`config.mk`:
```
export PLATFORM = sky130hd
export DESIGN_NAME = sflash_seq
export DESIGN_NICKNAME = d
export VERILOG_FILES = /design/src/rtl/sflash_seq.sv
export SDC_FILE = /design/constraint.sdc
export NUM_CORES = 1
export LEC_CHECK = 0
export ABC_AREA = 0
export BUFFER_PORTS_ARGS = -buffer_cell sky130_fd_sc_hd__buf_4
export CAP_MARGIN = 20
export CORE_MARGIN = 3
export CORE_UTILIZATION = 60
export DETAILED_ROUTE_END_ITERATION = 8
export PLACE_DENSITY = 0.81
export SLEW_MARGIN = 20
export SYNTH_ARGS = -nofsm -noshare
export SYNTH_HDL_FRONTEND = slang
export SYNTH_SLANG_ARGS = --single-unit
export TNS_END_PERCENT = 10
```
`constraint.sdc`:
```
create_clock -name clk -period 12 [get_ports clk]
set_clock_uncertainty 0.15 [all_clocks]
set_input_delay 2.4 -clock clk [delete_from_list [all_inputs] [get_ports clk]]
set_output_delay 2.4 -clock clk [all_outputs]
set_load 0.05 [all_outputs]
```
`src/rtl/sflash_seq.sv`:
```
module sflash_seq (
  input  logic        clk,
  input  logic        rst_n,
  input  logic        reg_we,
  input  logic [2:0]  reg_addr,
  input  logic [31:0] reg_wdata,
  output logic [31:0] reg_rdata,
  output logic        sck_o,
  output logic        mosi_o,
  input  logic        miso_i,
  output logic [7:0]  cs_n_o,
  output logic        hold_n_o,
  output logic        wp_n_o
);
  localparam logic [2:0] A_CMD = 3'd0, A_ADDR = 3'd1, A_DATA = 3'd2, A_STAT = 3'd3, A_TIME = 3'd4;
  localparam int MAX_DATA = 4;
  localparam int MAX_ADDR = 3;

  typedef enum logic [1:0] {S_IDLE, S_START, S_LOW, S_HIGH} st_t;
  st_t st;

  logic [31:0] cmd_r, data_r;
  logic [23:0] addr_r;
  logic [3:0]  half_r, cnt;
  logic        pend, err, held, skip_op, mosi_r;
  logic [4:0]  byte_idx;
  logic [2:0]  bit_idx;
  logic [7:0]  rx_sh, cur_byte;

  wire [2:0] dl_f = cmd_r[11:9];
  wire [2:0] al_f = cmd_r[22:20];
  wire [4:0] dlen = (dl_f > 3'(MAX_DATA)) ? 5'(MAX_DATA) : {2'b0, dl_f};
  wire [4:0] alen = (al_f > 3'(MAX_ADDR)) ? 5'(MAX_ADDR) : {2'b0, al_f};
  wire [4:0] a0 = {4'b0, ~skip_op};
  wire [4:0] d0 = a0 + alen;
  wire [4:0] x0 = d0 + {1'b0, cmd_r[19:16]};
  wire [4:0] total = x0 + dlen;
  wire       is_wr = cmd_r[8];
  wire       keep = cmd_r[15];
  wire [4:0] k_addr = byte_idx - a0;
  wire [4:0] k_dat = byte_idx - x0;
  wire [1:0] ash = alen[1:0] - 2'd1 - k_addr[1:0];
  wire       last_tick = (cnt == half_r);

  always_comb begin
    if (byte_idx < a0)      cur_byte = cmd_r[7:0];
    else if (byte_idx < d0) begin
      case (ash)
        2'd0:    cur_byte = addr_r[7:0];
        2'd1:    cur_byte = addr_r[15:8];
        default: cur_byte = addr_r[23:16];
      endcase
    end
    else if (byte_idx < x0) cur_byte = 8'h00;
    else if (is_wr)         cur_byte = data_r[{k_dat[1:0], 3'b000} +: 8];
    else                    cur_byte = 8'h00;
  end

  always_ff @(posedge clk or negedge rst_n) begin
    if (!rst_n) begin
      st <= S_IDLE;
      cmd_r <= '0;
      data_r <= '0;
      addr_r <= '0;
      half_r <= 4'd1;
      cnt <= '0;
      pend <= 1'b0;
      err <= 1'b0;
      held <= 1'b0;
      skip_op <= 1'b0;
      mosi_r <= 1'b1;
      byte_idx <= '0;
      bit_idx <= '0;
      rx_sh <= '0;
    end else begin
      case (st)
        S_START: begin
          if (byte_idx == total) begin
            st <= S_IDLE;
            pend <= 1'b0;
            held <= keep;
          end else begin
            st <= S_LOW;
            cnt <= '0;
            mosi_r <= cur_byte[7];
          end
        end
        S_LOW: begin
          if (last_tick) begin
            st <= S_HIGH;
            cnt <= '0;
            rx_sh <= {rx_sh[6:0], miso_i};
          end else cnt <= cnt + 4'd1;
        end
        S_HIGH: begin
          if (last_tick) begin
            cnt <= '0;
            bit_idx <= bit_idx + 3'd1;
            if (bit_idx == 3'd7) begin
              st <= S_START;
              byte_idx <= byte_idx + 5'd1;
              if (byte_idx >= x0 && !is_wr) data_r[{k_dat[1:0], 3'b000} +: 8] <= rx_sh;
            end else begin
              st <= S_LOW;
              mosi_r <= cur_byte[3'd6 - bit_idx];
            end
          end else cnt <= cnt + 4'd1;
        end
        default: ;
      endcase
      if (reg_we) begin
        case (reg_addr)
          A_CMD: begin
            if (pend) err <= 1'b1;
            else begin
              cmd_r <= reg_wdata;
              pend <= 1'b1;
              skip_op <= held;
              byte_idx <= '0;
              bit_idx <= '0;
              st <= S_START;
            end
          end
          A_ADDR: if (!pend) addr_r <= reg_wdata[23:0];
          A_DATA: if (!pend) data_r <= reg_wdata;
          A_STAT: if (reg_wdata[29]) err <= 1'b0;
          A_TIME: if (!pend) half_r <= reg_wdata[3:0];
          default: ;
        endcase
      end
    end
  end

  always_comb begin
    case (reg_addr)
      A_CMD:   reg_rdata = cmd_r;
      A_ADDR:  reg_rdata = {8'h00, addr_r};
      A_DATA:  reg_rdata = data_r;
      A_STAT:  reg_rdata = {2'b00, err, 6'b000000, pend, 22'h0};
      A_TIME:  reg_rdata = {28'h0, half_r};
      default: reg_rdata = '0;
    endcase
  end

  assign sck_o = (st != S_LOW);
  assign mosi_o = mosi_r;
  assign cs_n_o = ~((pend | held) ? (8'b1 << cmd_r[26:24]) : 8'b0);
  assign hold_n_o = 1'b1;
  assign wp_n_o = 1'b1;
endmodule


```
Word level (Yosys, flattened, before mapping)
Index checks and enable logic that the tools add are counted.

Register bits: 119.

Shifts and indexed selects: 4. Bitwise gates (word level): 4. Equal/unequal tests: 17. Reduce and logical (&&, ||, !) cells: 16. Order comparisons: 7. Add/subtract/negate cells: 12. Mux-type cells: 53.

Operators by type and width (count): $mux 32 (7); $pmux 32 s5 (1); $mux 8 (5); $bwmux 32 (1); $shift 8x7->32 const A (1); $shiftx 32x6->8 (1); $shiftx 8x7->32 (1); $mux 5 (6); $mux 3 (7); $pmux 8 s2 (1); $mux 2 (7); $ne 2x2->1 const B (6); $mux 1 (11); $reduce_and 3->1 (3); $mux 4 (2); $not 8->8 (1); $pmux 4 s2 (1); $reduce_and 4->1 (2); $shl 1x3->8 const A (1); $neg 5->7 (1); $eq 3x2->1 const B (2); $eq 3x3->1 const B (2); $pmux 2 s3 (1); $reduce_and 2->1 (3); other kinds (32) (39).

Depth between registers and ports, before layout
Gate-level depths: netlist of the first run.

Depth after elaboration: 15. Gate-level depth with buffers: 16.

Least setup slack after synthesis of the first run
No wires, ideal clock.

Path kind: input-to-output. Start point: in reg_addr[0]. End point: out reg_rdata[11]. Path slack: 5042 ps. Buffers on the path: 3. Arrival: 4408 ps. Required time: 9450 ps. Stages: 7. Cell sequence: clkbuf_1 -> buf_1 -> clkbuf_1 -> mux2i_1 -> nor2_1 -> a21oi_1 -> nor2_1.

Word-level cells in the longest chain between the ends: 2. Elaborated cells between the ends (all ways): 6.

Ends and longest elaborated chain: start: declaration (line 5) `input logic [2:0] reg_addr,`; $eq 3x3->1 (tied with other cells) (line 135) `case (reg_addr)`; $pmux 32 s5 * (line 135); end: declaration (line 7) `output logic [31:0] reg_rdata,`.

Mark *: on every way between the ends. The rest lies on a longest branch, timed or not.

Final worst setup path of the first run
Start point: in reg_addr[1]. End point: out reg_rdata[1].

The elaborated chain is that of the path after synthesis.

==> impl_results.md, run 1 <==
- Status: finished, final reports clean
- Avg Cell Area, Syn: around 9.3 um2
- Mapped Area: 7360 um2
- CTS Sinks: 119
- Worst VDD drop: 0.179 mV
- Final wirelength: between 20000 and 25000 um
- Num CTS Buffers: 17
- Fin. max-slew vios: 0
- Sw Ratio: 0.446
- Clock slew at reported path FFs: 0.05 ns
- Worst Setup End Kind: primary output
- Die Span X: 117 um
- Xor/xnor cell area share of the yosys netlist: 0.0282
- Row count: 39
- FF+latch count, synth: 119
- Remaining DRCs: 0
- Post-synth cell types: 58
- Final worst-path cycle share: 0.540
- Hold Crit Class: flop to flop
- Clock root cell: clkbuf_16
- Clk_lat worst skew: 0.42 ns
- Routed Antenna Nets: 0
- Syn. warnings: 0
- Int Power: 1440 uW
- Relative slew margins: 0.355
- Antenna cells: 0
- Setup TNS: 0 ns
- Post-route total power: between 2000 and 3000 uW
- CP cell instances: buf_4, nor2b_1, buf_4, a21oi_1, o21ai_0, buf_4
- Port Buffers: 80
- RSZ-0062 raised after global routing: no
- Most frequent CP cell: buf_4
- Top_reg_cell synth: dfrtp_1
- Slowest CP cell: buf_4
- NetSw: 1160 uW
- Seq/Total Area, Yosys: 0.405
- CP Data Required Time: between 9 and 10 ns
- DP Area: roughly 8100 um2
- Worst Tran Pin Value: approximately 0.97 ns
- Power Dens Cells: 302 nW/um2
- Worst path max stage delay: 0.41 ns
- TritonRoute pass-1 iters: 5
- Post-synth EDFFs: 0
- RD Place Congestion: 0.928
- CP Launch Type: primary input
- Crit Path Max Fanout: 39
- Setup WS pre-CTS: 5.60 ns
- Core area: 11700 um2
- Synth-to-Final Area Change: 17.0%
- IO Pins: 83
- Setup Viol. Count Final: 0
- CP Class: primary input to primary output
- Vias in the first global route: approximately 6200
- CTS tree: done
- Cts repair resizes: 0
- Post-Synth Adder-Cell Area: 0.0501
- Die Height: 117 um
- CP delay by family, top: buffers and inverters
- Commonest non-fill, non-tap cells in the layout: 155 x nand2_1, 117 x dfrtp_1, 87 x buf_4
- Compound-Gate Fraction of Synth Area: 0.0935
- Vias per cell: 6.26
- Fin nets: 922
- WL per Instance: 21.2 um
- Comb power frac: 0.521
- Initial Utilization: 0.629
- Commonest non-fill, non-tap cell in the layout: nand2_1
- Clk pwr share: 0.189
- Post-CTS setup buffer count: 0
- Final Cell Area: 8620 um2
- Setup slack after layout: between 5 and 6 ns
- Buf/Inv on CP: 3
- Via count: 6331
- Flop pwr share: 0.290
- Post-synth ARST share: 1.00
- Hold buffers post-CTS: 0
- DPL Wire Length: 15200 um
- Clock buffer depth: 2
- Post-layout util: 0.736
- Synth Area in Simple Gates: 0.192
- Critical Path AT: 3.93 ns
- Largest net degree at the start of global routing: 76
- First-pass GRT wire length: 33500 um
- Largest family of logic cells by synthesized area: multiplexers
- Leak Pwr: 0.00408 uW
- Die area: 13600 um2
- Initial antenna violation count: 0
- Max cap viols: 0
- Post-Syn Instances: ~800
- Post-synthesis mux area share: 0.196
- Overflow after GRT: 0
- Final Critical Period: 6.48 ns
- H-tree lvl count: 4
- Top achievable clock speed: 154 MHz
- Layout cell share with drive strength beyond 1: 0.207
- GRT Util Overall: 0.329
- Hold Vio Cnt, Final: 0
- 1st-iter DRT viols: 880
[worst register-to-register path, stage by stage (launching register included)]
cell and delay, ns:
dfrtp_1 0.43, or2_2 0.37, ha_1 0.20, ha_1 0.31
inv_1 0.08, fa_1 0.54, inv_1 0.08, ha_1 0.29
a21o_1 0.19, maj3_1 0.38, xnor2_1 0.16, or4b_1 0.51
a2111o_1 0.54, nor3_2 0.28, mux2_1 0.35
[final timing paths]
check,endpoint,depth (start not counted),from,slack [ns]
worst min register to register,cmd_r[31],2,cmd_r[31],0.33
worst max register to register,held,14,cmd_r[22],7.05
min in group asynchronous,cmd_r[11],1,rst_n,1.83
worst min-delay path,cmd_r[31],2,cmd_r[31],0.33
max in group asynchronous,addr_r[13],2,rst_n,8.49
worst max-delay path,reg_rdata[1],6,reg_addr[1],5.52
[stage by stage]
| step | hold WS, ns | instances |
|---|---|---|
| 2_1_floorplan | 0.295 | 795 |
| 3_3_place_gp | 0.307 | 980 |
| 3_5_place_dp | 0.313 | 981 |
| 4_1_cts | 0.328 | 1011 |
| 5_1_grt | 0.355 | 1011 |
| 6_report | 0.331 | 1011 |
[power groups by stage]
stage,Sequential [uW],Clock [uW],Combinational (uW)
floorplan,654,0,1020
global route,768,513,1480
CTS,744,494,1340
global placement,741,0,1270
detailed placement,747,0,1330
finish,753,492,1350
[final cells by class]
class	count	area (um2)
repair buffers	88	673
flip-flops and latches	119	2980
clock inverters	9	103
fillers	845	3100
inverters	19	71.3
well taps	143	179
multi-input cells	612	4150
clock buffers	21	460
[layer usage]
metal / GRT usage / part of all wire / routed length [um]
met2: 0.518 / 0.48 / 10200
met4: 0.161 / 0.046 / 976
met5: 0 / 0 / 0
met3: 0.0900 / 0.081 / 1730
met1: 0.421 / 0.40 / 8510
[registers in the layout, indices dropped and copies added (netlist names)]
name,count
err,1
st,2
addr_r,24
half_r,4
mosi_o,1
cnt,4
pend,1
data_r,32
rx_sh,8
byte_idx,5
held,1
cmd_r,32
skip_op,1
bit_idx,3
[logic make-up (layout without fill, tap and decap cells)]
kind of cell             count (synthesis)  after routing
XOR/XNOR                                22             22
buffers and inverters                   64            137
multiplexers                           125            125
AND/OR/NAND/NOR                        318            318
AO/OA/AOI/OAI                          115            115
flip-flops                             119            119
other                                    2              4
adder cells (fa/ha/maj)                 28             28
[cells in the mapped netlist (all sizes together) (2+ instances only)]
cell type  instances  area, um2
nor3b              4       30.0
dfstp              2       52.6
o21ai             50        250
nor4               2       12.5
mux2              43        484
a2111oi            5       43.8
clkbuf            36        135
or2                4       25.0
and2              36        225
fa                 3       60.1
o211ai             4       30.0
nand4              5       31.3
a22o               2       17.5
maj3               2       21.3
a211oi             3       27.5
nand3              6       30.0
inv               19       71.3
ha                23        288
a211o              2       17.5
mux2i             71        711
xor2               6       52.6
a31oi              2       12.5
a21o               2       15.0
nor2b              9       56.3
xnor2             16        155
and3               6       37.5
nor2              77        289
dfrtp            117       2930
conb               2       7.51
nand3b             2       15.0
a22oi              2       15.0
mux4              11        252
buf                9       47.5
nand2            155        582
nor3               8       45.0
o2111ai            5       43.8
a21oi             32        164
Note: power is estimated with default switching activity, not from simulation.
==> inputs of run 2 (changes only) <==
--- a/config.mk
+++ b/config.mk
@@ -9,9 +9,9 @@
 export BUFFER_PORTS_ARGS = -buffer_cell sky130_fd_sc_hd__buf_4
 export CAP_MARGIN = 20
 export CORE_MARGIN = 3
-export CORE_UTILIZATION = 60
+export CORE_UTILIZATION = 59
 export DETAILED_ROUTE_END_ITERATION = 8
-export PLACE_DENSITY = 0.81
+export PLACE_DENSITY = 0.8
 export SLEW_MARGIN = 20
 export SYNTH_ARGS = -nofsm -noshare
 export SYNTH_HDL_FRONTEND = slang
==> constraint.sdc (replaced) <==
create_clock -name clk -period 6.75 [get_ports clk]
set_clock_uncertainty 0.15 [all_clocks]
set_input_delay 1.35 -clock clk [delete_from_list [all_inputs] [get_ports clk]]
set_output_delay 1.35 -clock clk [all_outputs]
set_load 0.05 [all_outputs]
==> impl_results.md, run 2 (same netlist as run 1, synthesis figures left out) <==
- CTS Sinks: 119 (unchanged)
- Most frequent CP cell: ha_1
- Vias per cell: 6.15 (-1.8%)
- Worst VDD drop: 0.356 mV (+99%)
- H-tree lvl count: 4 (unchanged)
- Die Height: 118 um (+0.80%)
- Top achievable clock speed: 209 MHz
- Fin nets: 922 (unchanged)
- Biggest regs: cmd_r: 32 flops, data_r: 32 flops, addr_r: 24 flops
- Hold buffers post-CTS: 0 (unchanged)
- Final worst-path cycle share: 0.708
- Leak Pwr: 0.00410 uW (+0.45%)
- Clock buffer depth: 2 (unchanged)
- Initial antenna violation count: 1 (+1)
- Grt met2 use: 0.517 (-0.00132)
- Clk pwr share: 0.188 (about the same)
- Port Buffers: 80 (unchanged)
- Die Span X: 118 um (+0.80%)
- Cts repair resizes: 0 (unchanged)
- Hold Vio Cnt, Final: 0 (unchanged)
- Critical Path AT: 4.92 ns (+0.99 ns)
- Hold Crit Class: flop to flop
- Commonest non-fill, non-tap cell in the layout: nand2_1
- Sw Ratio: 0.449 (+0.00286)
- Post-CTS setup buffer count: 0 (unchanged)
- WL per Instance: 21.2 um (about the same)
- Overflow after GRT: 0 (unchanged)
- Clock slew at reported path FFs: 0.05 ns (about the same)
- Setup WS pre-CTS: 2.00 ns (-3.60 ns)
- Worst Tran Pin Value: 0.874 ns (-0.0938 ns)
- Via count: 6392 (+0.96%)
- TritonRoute pass-1 iters: 7 (+2)
- Met3 usage: 0.104 (+0.0138)
- NetSw: 2100 uW (+81%)
- Final wirelength: 22000 um (+2.8%)
- Remaining DRCs: 0 (unchanged)
- Comb power frac: 0.525 (+0.004)
- Setup Viol. Count Final: 0 (unchanged)
- IO Pins: 83 (unchanged)
- Setup slack after layout: 1.97 ns (-3.55 ns)
- Die area: 13900 um2 (+1.6%)
- Layout cell share with drive strength beyond 1: 0.209 (+0.00182)
- Routed Antenna Nets: 0 (unchanged)
- CP Class: flop to flop
- First-pass GRT wire length: 34700 um (+3.5%)
- Flop pwr share: 0.287 (-0.003)
- Hold slack: 0.325 ns (-0.00636 ns)
- GRT busiest layer: met2
- GRT Util Overall: 0.320 (-0.00832)
- Post-route total power: 4660 uW (+79%)
- Row count: 40 (+2.6%)
- Vias in the first global route: 6375 (+2.6%)
- DPL Wire Length: 15600 um (+2.8%)
- CP delay by family, top: adder cells
- Worst path max stage delay: 0.53 ns (+0.12 ns)
- CTS tree: done
- Largest net degree at the start of global routing: 70 (-7.9%)
- Worst Setup End Kind: flop
- Status: finished, final reports clean
- CP cell instances: or2_2, ha_1, ha_1, inv_1, fa_1, inv_1, ha_1, a21o_1, maj3_1, xnor2_1, or4b_1, a2111o_1, nor3_2, mux2_1
- Fin. max-slew vios: 0 (unchanged)
- Met1 Usage GRT: 0.398 (-0.0223)
- RD Place Congestion: 0.986 (+6.2%)
- Int Power: 2570 uW (+78%)
- CP Launch Type: flop
- Buf/Inv on CP: 2 (-1)
- 1st-iter DRT viols: 773 (-12%)
- Relative slew margins: 0.415 (+0.0603)
- Core area: 12100 um2 (+3.4%)
- Setup TNS: 0 ns (unchanged)
- Clock root cell: clkbuf_16
- CP Data Required Time: 6.89 ns (-2.56 ns)
- Slowest CP cell: fa_1
- Power Dens Cells: 538 nW/um2 (+78%)
- Synth-to-Final Area Change: 17.7%
- Max cap viols: 0 (unchanged)
- Commonest non-fill, non-tap cells in the layout: 155 x nand2_1, 117 x dfrtp_1, 87 x buf_4
- Initial Utilization: 0.608 (-0.0208)
- Num CTS Buffers: 17 (unchanged)
- Final Critical Period: 4.78 ns
- RSZ-0062 raised after global routing: no
- Clk_lat worst skew: 0.42 ns (about the same)
- Crit Path Max Fanout: 4 (-90%)
run 2: changes by cell type in the layout (fill, tap and decap cells not counted), sizes merged:
cell,before,now
bufinv,2,1
clkinv,4,5
clkbuf,21,25
clkinvlp,3,1
diode,0,1
run 2: area by class of cell:
type                       instances  area, um2
antenna                            1       2.50
clock buffer                      25        515
clock inverter                     7       66.3
fill                             901       3440
inverter                          19       71.3
multi-input combinational        612       4150
sequential                       119       2980
tap                              168        210
timing repair buffer              88        673
run 2: path summary, 6_finish.rpt:
check / from / endpoint / slack, ns / depth (start not counted)
setup / recovery: cmd_r[22] / held / 1.97 / 14
hold / removal: cmd_r[13] / cmd_r[13] / 0.32 / 2
setup reg to reg: cmd_r[22] / held / 1.97 / 14
hold reg to reg: cmd_r[13] / cmd_r[13] / 0.32 / 2
max in group asynchronous: rst_n / cmd_r[18] / 4.29 / 2
min in group asynchronous: rst_n / byte_idx[4] / 0.84 / 1
run 2: through the flow:
stage / instance area, um2 / cells / utilization
finish: 8670 / 1039 / 0.716
global route: 8670 / 1038 / 0.715
CTS: 8670 / 1038 / 0.715
detailed placement: 8080 / 1006 / 0.667
global placement: 8060 / 1005 / 0.666
floorplan: 7370 / 795 / -
run 2: power by group through the flow:
| stage | Combinational (uW) | Clock, uW | Sequential, uW |
|---|---|---|---|
| after detailed placement | 2380 | 0 | 1330 |
| after floorplan | 1820 | 0 | 1160 |
| final | 2450 | 879 | 1340 |
| after global routing | 2670 | 918 | 1360 |
| after global placement | 2270 | 0 | 1310 |
| after CTS | 2400 | 883 | 1320 |
run 2: worst register-to-register path, cell delays in order (launching register included):
cell and delay (ns):
dfrtp_1 0.39, or2_2 0.33, ha_1 0.19, ha_1 0.30
inv_1 0.07, fa_1 0.53, inv_1 0.08, ha_1 0.30
a21o_1 0.18, maj3_1 0.37, xnor2_1 0.15, or4b_1 0.53
a2111o_1 0.52, nor3_2 0.19, mux2_1 0.35
run 2: routing by layer:
| layer | up-vias | wire, um |
|---|---|---|
| li1 | 2861 | - |
| met1 | 3086 | 8210 |
| met2 | 366 | 10600 |
| met3 | 77 | 2250 |
| met4 | 2 | 878 |
| met5 | - | 46 |
==> inputs of run 3 (changes only) <==
--- a/config.mk
+++ b/config.mk
@@ -5,13 +5,13 @@
 export SDC_FILE = /design/constraint.sdc
 export NUM_CORES = 1
 export LEC_CHECK = 0
-export ABC_AREA = 0
+export ABC_AREA = 1
 export BUFFER_PORTS_ARGS = -buffer_cell sky130_fd_sc_hd__buf_4
 export CAP_MARGIN = 20
 export CORE_MARGIN = 3
-export CORE_UTILIZATION = 59
+export CORE_UTILIZATION = 60
 export DETAILED_ROUTE_END_ITERATION = 8
-export PLACE_DENSITY = 0.8
+export PLACE_DENSITY = 0.81
 export SLEW_MARGIN = 20
 export SYNTH_ARGS = -nofsm -noshare
 export SYNTH_HDL_FRONTEND = slang
==> constraint.sdc (replaced) <==
create_clock -name clk -period 4.79 [get_ports clk]
set_clock_uncertainty 0.15 [all_clocks]
set_input_delay 0.958 -clock clk [delete_from_list [all_inputs] [get_ports clk]]
set_output_delay 0.958 -clock clk [all_outputs]
set_load 0.05 [all_outputs]
==> impl_results.md, run 3 <==
- Synth-to-Final Area Change: 17.2%
- Post-Syn Instances: 1062 (+34%)
- Top achievable clock speed: 249 MHz (+19%)
- Area occupied by multi-input gates: 4000 um2 (-3.6%)
- Critical Path AT: 4.17 ns (-0.75 ns)
- Avg Cell Area, Syn: 7.17 um2 (-23%)
- Die Height: 119 um (+0.78%)
- GRT Util Overall: 0.347 (+0.0266)
- CP Class: flop to flop
- Setup Viol. Count Final: 0 (unchanged)
- Post-synth cell types: 47 (-19%)
- Hold Crit Class: flop to flop
- Cts repair resizes: 0 (unchanged)
- Relative slew margins: 0.298 (-0.117)
- Row count: 40 (unchanged)
- Antenna cells: 0 (-1)
- CTS tree: done
- Biggest regs: cmd_r: 32 flops, data_r: 32 flops, addr_r: 24 flops
- Num CTS Buffers: 17 (unchanged)
- DP Area: 8330 um2 (+3.1%)
- Hold buffers post-CTS: 0 (unchanged)
- Commonest cells post-synth: 323 x nand2_1, 120 x inv_1, 117 x dfrtp_1, 108 x o21ai_0, 78 x nor2_1
- Routed Antenna Nets: 0 (unchanged)
- Post-CTS setup buffer count: 0 (unchanged)
- WL per Instance: 18.5 um (-13%)
- DR WL met3: 2050 um (-9.0%)
- Clk_lat worst skew: 0.44 ns (+0.02 ns)
- Clock buffer depth: 2 (unchanged)
- Initial Utilization: 0.623 (+0.0153)
- Mapped Area: 7610 um2 (+3.4%)
- TritonRoute pass-1 iters: 6 (-1)
- Final Critical Period: 4.01 ns (-0.769 ns)
- Clock slew at reported path FFs: 0.06 ns (about the same)
- RD Place Congestion: 1.00 (+1.7%)
- Seq/Total Area, Yosys: 0.392 (-0.0132)
- FF+latch count, synth: 119 (unchanged)
- Remaining DRCs: 0 (unchanged)
- 1st-iter DRT viols: 908 (+17%)
- Core area: 12200 um2 (+0.83%)
- Via count: 7545 (+18%)
- Wl on met1: 10100 um (+23%)
- Crit Path Max Fanout: 9 (+5)
- RSZ-0062 raised after global routing: no
- Final worst-path cycle share: 0.838 (+0.129)
- Fin. max-slew vios: 0 (unchanged)
- Worst Setup End Kind: flop
- Worst Tran Pin Value: 1.05 ns (+0.177 ns)
- Die area: 14100 um2 (+1.6%)
- Fin nets: 1195 (+30%)
- Post-layout util: 0.731 (+0.0148)
- Largest net degree at the start of global routing: 78 (+11%)
- Port Buffers: 80 (unchanged)
- Final Cell Area: 8920 um2 (+2.9%)
- DPL Wire Length: 17900 um (+15%)
- CP Launch Type: flop
- Setup TNS: 0 ns (unchanged)
- Initial antenna violation count: 0 (-1)
- H-tree lvl count: 4 (unchanged)
- Area share of the largest cell type after synthesis: 0.385 (-0.0129)
- Met2 wire len: 11200 um (+5.8%)
- Leading area contributor after synthesis: dfrtp_1
- Final wirelength: 24200 um (+10%)
- FF/Latch Area: 2980 um2 (unchanged)
- Max cap viols: 0 (unchanged)
- Post-synth ARST share: 1.00 (unchanged)
- Commonest non-fill, non-tap cell in the layout: nand2_1
- Die Span X: 119 um (+0.78%)
- Commonest non-fill, non-tap cells in the layout: 323 x nand2_1, 120 x inv_1, 117 x dfrtp_1
- Vias in the first global route: 7028 (+10%)
- Count leader, synth: nand2_1
- Vias per cell: 5.76 (-6.5%)
- IO Pins: 83 (unchanged)
- First-pass GRT wire length: 38000 um (+9.6%)
- CTS Sinks: 119 (unchanged)
- Top Layer Used: met4
- Overflow after GRT: 0 (unchanged)
- Clock root cell: clkbuf_16
- Hold Vio Cnt, Final: 0 (unchanged)
- Synth area leaders: dfrtp_1 38%, nand2_1 16%, o21ai_0 7.1%, inv_1 5.9%, nand3_1 3.9%
- Layout cell share with drive strength beyond 1: 0.137 (-0.0718)
- Hold slack: 0.317 ns (-0.00708 ns)
- Status: finished, final reports clean
- Syn. warnings: 0 (unchanged)
- Post-synth EDFFs: 0 (unchanged)
- Fill cell count: 1040 (+15%)
- Top_reg_cell synth: dfrtp_1
- CP Data Required Time: 4.95 ns (-1.94 ns)
run 3: metrics by stage:
step           setup slack, ns  std cells
2_1_floorplan            0.774       1064
3_3_place_gp             0.934       1279
3_5_place_dp             0.874       1279
4_1_cts                  0.815       1311
5_1_grt                  0.429       1311
6_report                 0.778       1311
run 3: logic make-up after synthesis:
| group | after synthesis | share of synthesized area |
|---|---|---|
| fa+ha+maj | 26 | 0.0457 |
| buf+inv | 167 | 0.0860 |
| simple gates | 504 | 0.281 |
| compound gates | 221 | 0.164 |
| other cells | 2 | 0.000987 |
| xor+xnor | 12 | 0.0148 |
| flops | 119 | 0.392 |
| mux | 11 | 0.0163 |
run 3: layer usage:
metal,global-route usage,vias to the layer above
met1,0.474,3518
met4,0.154,0
met5,0,-
met3,0.0646,58
met2,0.539,368
li1,-,3601
run 3: worst max-delay path, stage by stage, from the launching register on:
cell and delay (ns):
dfrtp_1 0.38, inv_1 0.10, nand2_1 0.10, ha_1 0.20, ha_1 0.31, inv_1 0.10, fa_1 0.46, ha_1 0.35
xor2_2 0.24, ha_1 0.30, inv_1 0.16, nand2_1 0.23, clkinv_1 0.27, nand4_1 0.15, o21ai_0 0.11, nand2_1 0.07
o21ai_0 0.08, nand2_1 0.07, a22oi_1 0.06
run 3: path summary, 6_finish.rpt:
kind	start	end	slack, ns	cells after the start
worst max register to register	cmd_r[22]	data_r[18]	0.78	18
worst min-delay path	mosi_o	mosi_o	0.32	2
min in group asynchronous	rst_n	cmd_r[10]	0.54	1
worst max-delay path	cmd_r[22]	data_r[18]	0.78	18
max in group asynchronous	rst_n	addr_r[5]	3.08	2
worst min register to register	mosi_o	mosi_o	0.32	2
run 3: area by class of cell:
type                       instances  area share
multi-input combinational        778       0.448
sequential                       119       0.334
timing repair buffer              91      0.0766
inverter                         123      0.0518
clock buffer                      19      0.0496
tap                              168      0.0236
clock inverter                    13      0.0161
Power of run 3 is left out: the tool's default activity adds up to more than one toggle a clock period on the data nets, which glitch-free logic cannot reach.
